File: src/rtl/vpic_pkg.sv
package vpic_pkg;

  // bit positions of the global enable register
  localparam int GLB_BUSRST = 0;
  localparam int GLB_FAST   = 1;
  localparam int GLB_SLOW   = 2;
  localparam int GLB_EPGRP  = 3;
  localparam int GLB_GPIO   = 4;
  localparam int GLB_SERIAL = 5;
  localparam int GLB_MASTER = 7;

  typedef enum logic {
    CFG_GLOBAL = 1'b0,
    CFG_ENDPT  = 1'b1
  } cfg_sel_e;

  // vector address of source index idx (index 0 sits just above the reset entry)
  function automatic int unsigned vec_of(int unsigned idx);
    return (idx + 1) * 2;
  endfunction

endpackage

File: src/rtl/vpic_pending.sv
module vpic_pending #(
  parameter int NSRC = 8
) (
  input  logic            clk,
  input  logic            rst_n,
  input  logic [NSRC-1:0] set_i,
  input  logic [NSRC-1:0] clr_i,
  output logic [NSRC-1:0] pend_o
);

  for (genvar i = 0; i < NSRC; i++) begin : g_flag
    always_ff @(posedge clk) begin
      if (!rst_n)        pend_o[i] <= 1'b0;
      else if (set_i[i]) pend_o[i] <= 1'b1;
      else if (clr_i[i]) pend_o[i] <= 1'b0;
    end


    sticky_chk: assert property (@(posedge clk) disable iff (!rst_n)
      (pend_o[i] && !clr_i[i]) |=> pend_o[i]);

    ack_clear_chk: assert property (@(posedge clk) disable iff (!rst_n)
      (clr_i[i] && !set_i[i]) |=> !pend_o[i]);

    set_wins_chk: assert property (@(posedge clk) disable iff (!rst_n)
      set_i[i] |=> pend_o[i]);
  end

endmodule

File: src/rtl/vpic_enables.sv
module vpic_enables
  import vpic_pkg::*;
#(
  parameter int EP_N = 3,
  parameter int NSRC = 5 + EP_N
) (
  input  logic            clk,
  input  logic            rst_n,
  input  logic            cfg_we,
  input  logic            cfg_sel,
  input  logic [7:0]      cfg_wdata,
  input  logic            take_i,
  output logic [NSRC-1:0] src_en_o,
  output logic            master_o
);

  localparam int EP_LO = 3;
  localparam int GPIO_IDX = EP_LO + EP_N;

  logic [7:0]      glb_q;
  logic [EP_N-1:0] ep_q;
  logic            wr_glb, wr_ep;

  assign wr_glb = cfg_we && (cfg_sel_e'(cfg_sel) == CFG_GLOBAL);
  assign wr_ep  = cfg_we && (cfg_sel_e'(cfg_sel) == CFG_ENDPT);

  always_ff @(posedge clk) begin
    if (!rst_n) begin
      glb_q <= '0;
      ep_q  <= '0;
    end else begin
      if (wr_glb) glb_q <= cfg_wdata;
      if (take_i) glb_q[GLB_MASTER] <= 1'b0;
      if (wr_ep)  ep_q <= cfg_wdata[EP_N-1:0];
    end
  end

  assign master_o = glb_q[GLB_MASTER];

  for (genvar i = 0; i < NSRC; i++) begin : g_en
    if (i == 0) begin : g_bus
      assign src_en_o[i] = glb_q[GLB_BUSRST];
    end else if (i == 1) begin : g_fast
      assign src_en_o[i] = glb_q[GLB_FAST];
    end else if (i == 2) begin : g_slow
      assign src_en_o[i] = glb_q[GLB_SLOW];
    end else if (i < GPIO_IDX) begin : g_ep
      assign src_en_o[i] = glb_q[GLB_EPGRP] && ep_q[i-EP_LO];
    end else if (i == GPIO_IDX) begin : g_gpio
      assign src_en_o[i] = glb_q[GLB_GPIO];
    end else begin : g_ser
      assign src_en_o[i] = glb_q[GLB_SERIAL];
    end
  end


  master_drop_chk: assert property (@(posedge clk) disable iff (!rst_n)
    take_i |=> !master_o);

endmodule

File: src/rtl/vpic_arbiter.sv
module vpic_arbiter
  import vpic_pkg::*;
#(
  parameter int NSRC  = 8,
  parameter int VEC_W = 14
) (
  input  logic             clk,
  input  logic             rst_n,
  input  logic [NSRC-1:0]  req_i,
  input  logic             master_i,
  output logic [NSRC-1:0]  grant_o,
  output logic             irq_o,
  output logic [VEC_W-1:0] vec_o
);

  localparam int IDX_W = (NSRC > 1) ? $clog2(NSRC) : 1;

  logic [IDX_W-1:0] sel_idx;
  logic             found;

  always_comb begin
    sel_idx = '0;
    found   = 1'b0;
    for (int i = 0; i < NSRC; i++) begin
      if (req_i[i] && !found) begin
        found   = 1'b1;
        sel_idx = IDX_W'(i);
      end
    end
  end

  assign irq_o   = found && master_i;
  assign grant_o = irq_o ? (NSRC'(1) << sel_idx) : '0;
  assign vec_o   = irq_o ? VEC_W'(vec_of(32'(sel_idx))) : '0;


  grant_onehot_chk: assert property (@(posedge clk) disable iff (!rst_n)
    $onehot0(grant_o));

  idle_vec_chk: assert property (@(posedge clk) disable iff (!rst_n)
    !irq_o |-> (vec_o == '0));

endmodule

File: src/rtl/vpic_top.sv
module vpic_top #(
  parameter int EP_N   = 3,
  parameter int GPIO_N = 4,
  parameter int VEC_W  = 14
) (
  input  logic             clk,
  input  logic             rst_n,
  input  logic             bus_reset_evt,
  input  logic             tick_fast,
  input  logic             tick_slow,
  input  logic [EP_N-1:0]  ep_evt,
  input  logic [GPIO_N-1:0] gpio_evt,
  input  logic             serial_evt,
  input  logic             cfg_we,
  input  logic             cfg_sel,
  input  logic [7:0]       cfg_wdata,
  input  logic             irq_ack,
  output logic             irq,
  output logic [VEC_W-1:0] irq_vector
);

  localparam int NSRC = 5 + EP_N;

  logic [NSRC-1:0] src_req, pend, src_en, grant, clr;
  logic            master, take;

  // source order fixes priority and vector address
  assign src_req = {serial_evt, |gpio_evt, ep_evt, tick_slow, tick_fast, bus_reset_evt};
  assign take    = irq_ack && irq;
  assign clr     = take ? grant : '0;

  vpic_pending #(.NSRC(NSRC)) u_pend (
    .clk(clk), .rst_n(rst_n), .set_i(src_req), .clr_i(clr), .pend_o(pend)
  );

  vpic_enables #(.EP_N(EP_N), .NSRC(NSRC)) u_en (
    .clk(clk), .rst_n(rst_n), .cfg_we(cfg_we), .cfg_sel(cfg_sel),
    .cfg_wdata(cfg_wdata), .take_i(take), .src_en_o(src_en), .master_o(master)
  );

  vpic_arbiter #(.NSRC(NSRC), .VEC_W(VEC_W)) u_arb (
    .clk(clk), .rst_n(rst_n), .req_i(pend & src_en), .master_i(master),
    .grant_o(grant), .irq_o(irq), .vec_o(irq_vector)
  );


  idle_ack_chk: assert property (@(posedge clk) disable iff (!rst_n)
    (irq_ack && !irq && (src_req == '0)) |=> $stable(pend));

  vec_even_chk: assert property (@(posedge clk) disable iff (!rst_n)
    irq |-> (!irq_vector[0] && (irq_vector != '0)));

endmodule

File: config.mk
export PLATFORM = sky130hd
export DESIGN_NAME = vpic_top
export DESIGN_NICKNAME = d
export VERILOG_FILES = /design/src/rtl/vpic_pkg.sv /design/src/rtl/vpic_pending.sv /design/src/rtl/vpic_enables.sv /design/src/rtl/vpic_arbiter.sv /design/src/rtl/vpic_top.sv
export SDC_FILE = /design/constraint.sdc
export NUM_CORES = 1
export LEC_CHECK = 0
export ABC_AREA = 1
export BUFFER_PORTS_ARGS = -buffer_cell sky130_fd_sc_hd__buf_4
export CAP_MARGIN = 5
export CORE_MARGIN = 2
export CORE_UTILIZATION = 37
export CTS_BUF_LIST = sky130_fd_sc_hd__clkbuf_16
export DETAILED_ROUTE_END_ITERATION = 8
export GPL_ROUTABILITY_DRIVEN = 0
export PLACE_DENSITY = 0.74
export SYNTH_ARGS = -nofsm -noshare
export SYNTH_HDL_FRONTEND = slang
export SYNTH_SLANG_ARGS = --single-unit
File: constraint.sdc
create_clock -name clk -period 3.2 [get_ports clk]
set_input_delay 0.64 -clock clk [delete_from_list [all_inputs] [get_ports clk]]
set_output_delay 0.64 -clock clk [all_outputs]
set_load 0.1 [all_outputs]
==> key figures <==
Global route
  • Number of global-route vias before repair: 863
  • GRT met3 Usage: approximately 4.2%
  • Top Usage Layer GRT: met2
  • Total grt overflow: 0
  • Total track usage: 13.86%
  • Largest net degree at the start of global routing: 12
  • Initial antenna violation count: 0
  • First-pass GRT wire length: 3539 microns
  • Met2 Use GR: 24.68%
  • GR Layer Usage met1: 15.93%

Layout
  • Final net count: 212
  • Seq. cell area: 360.3 sq um
  • Layout cells sized above 1: 24.44%
  • Layout Cells excl Fill: ~210
  • Area occupied by multi-input gates: 569.3 sq um
  • Fillers: 291
  • Final design area excluding fillers: 1340 sq um
  • Final Util: a little under 50%
  • Syn-to-layout area delta: 24.39%
  • Antenna cells: 0

STA
  • TNS Setup: 0 ps
  • Final Hold Fails: 0
  • Clock period minus worst slack: 2846 ps
  • Setup WS post-layout: approximately 350 ps
  • Final Cycle Share: 88.93%
  • Endpoints failing setup: 0
  • Clk_skew: 4.704 ps
  • Fin. max-slew vios: 0
  • Final Hold Slack: 464.8 ps
  • RSZ-0062 raised after global routing: false
  • FMAX: 351.4 MHz

Critical path
  • Critical path class: reg2out
  • Cells on worst reg2reg path: 12
  • Critical path's largest stage delay: about 380 ps
  • Slowest-stage cell, CP: dfxtp_1
  • CP Capture Type: primary output
  • Startpoint types: flop
  • WP data arrival: ~2200 ps
  • CP required: ~2600 ps
  • Worst path cell trace: nand3_1, nand4_2, nor2_1, inv_2, nand3_1, ha_1, ha_1, inv_1, nor2_2, buf_4
  • Max FO, Critical Path: 4

Route
  • Post-Route WL: around 2100 microns
  • Antenna Nets Post-Route: 0
  • Post-route DRC: 0
  • Pre-antenna DRT Iters: 4
  • Vias post-DR: 968
  • Routed WL per cell: roughly 9.9 microns
  • Starting DRC count in detailed routing: 19
  • Vias per cell: roughly 4.6

Power and ir drop
  • Switching share of total power: 30.62%
  • Pleak: between 0.7 and 0.8 nW
  • Pwr/cell area: 479.7 nW/um^2
  • Combinational power share: 23.2%
  • Tot Pwr: 642.9 uW
  • Pint: 446.0 uW
  • Peak VDD IR: roughly 0.35 mV
  • Net switching power: between 150 and 200 uW
  • Power share of the clock group: 37.9%
  • Seq pwr share: 38.9%

Synth
  • Synth Warn #: 0
  • Cell with the most instances after synthesis: nor2_1
  • Number of flops mapped to enable cells by yosys: 0
  • Post-Syn Area: 1077 sq um
  • #FFs+latches synth: 18
  • Most used DFF post-synth: dfxtp_1
  • Post-synth top area cell: dfxtp_1
  • Area contributors post-synth: dfxtp_1 33%, nor2_1 9.4%, inv_1 7.7%, nand2_1 7.3%, buf_4 7.0%
  • Cell variety after synth: 23
  • Post-synth top area share: 33.45%
  • Seq/Total Area, Yosys: 33.45%
  • Avg Cell Area, Syn: 7.041 sq um
  • Synth top cells by count: 27 x nor2_1, 22 x inv_1, 21 x nand2_1
  • Post-Synthesis Cells: approximately 150
  • Async SR Flop Fraction: 0%

Floorplan
  • Starting density of the core: between 30% and 40%
  • Rows: 19
  • I/O pins: 39
  • Die Height: 57.96 microns
  • Die Width: 57.96 microns
  • Core area: 2758 sq um
  • Die area: about 3400 sq um

Status
  • Outcome: completed

Place
  • Place WS: 618.4 ps
  • Cell Area, Placed: around 1300 sq um
  • Port bufs: 27
  • Placed cell count: 208
  • Post-DP HPWL: between 1500 and 2000 microns

Clocking
  • Setup bufs post-CTS: 0
  • CTS Buf Count: 3
  • Cts hold-fix bufs: 0
  • Longest Clk Path Bufs: 2
  • Reg clk slew, reported paths: 50 ps
  • TritonCTS clock tree: built
  • CTS sink cnt: 18
  • Clock Tree Root: clkbuf_16
  • Clock Latency Late Sink: 250 ps
  • # resized after CTS: 0
  • H-tree levels: 1

Flow run
  • Max-cap violations: 0

Hold path
  • Hold Crit Class: reg2reg
  • WHS Path Cells: 2
critical path: cells and delay by family, from the launching register on:
family / cells / cell delay (ps)
adder cells (fa/ha/maj): 2 / 510
buffers and inverters: 3 / 400
flip-flops: 1 / 380
AND/OR/NAND/NOR: 5 / 660
layer usage:
metal	up-vias	share of wire, %
met3	2	5.5
met2	19	49
li1	514	-
met5	-	0
met4	0	0.77
met1	433	44
power groups by stage:
stage	clock network, mW	registers (mW)	logic [mW]
final	0.244	0.250	0.149
after global routing	0.256	0.251	0.165
after CTS	0.251	0.250	0.150
after detailed placement	0	0.255	0.149
after global placement	0	0.254	0.148
after floorplan	0	0.251	0.126
state kept, by name, summed over array words and instances, names as in the netlist:
register	count
u_en.ep_q	3
u_en.glb_q	7
u_pend.pend_o	8
final timing paths:
kind / startpoint / to / slack [ps]
min reg2reg: u_pend.pend_o[7] / u_pend.pend_o[7] / 460
min: u_pend.pend_o[7] / u_pend.pend_o[7] / 460
max reg2reg: u_en.glb_q[3] / u_pend.pend_o[0] / 1420
max: u_en.glb_q[3] / irq_vector[3] / 350
cells in the final DEF (no fill, tap or decap), types with 4 or more instances in the layout:
master	count
nand2_2	4
nand2_1	21
conb_1	10
o21ai_0	10
a21oi_1	8
dfxtp_1	18
nand3_1	10
ha_1	6
inv_1	22
buf_4	27
nor2_1	26
cell families after synthesis:
family	synth area share [%]
flip-flops	33.45
AND/OR/NAND/NOR	30.43
AO/OA/AOI/OAI	11.73
other	0.3481
adder cells (fa/ha/maj)	6.968
buffers and inverters	17.07
layout make-up:
type | instances | area share, %
well taps | 31 | 2.894
repair buffers | 27 | 15.13
flip-flops and latches | 18 | 26.89
multi-input cells | 107 | 42.48
inverters | 25 | 7.003
clock buffers | 3 | 5.602
(Power assumes the default switching activity.)
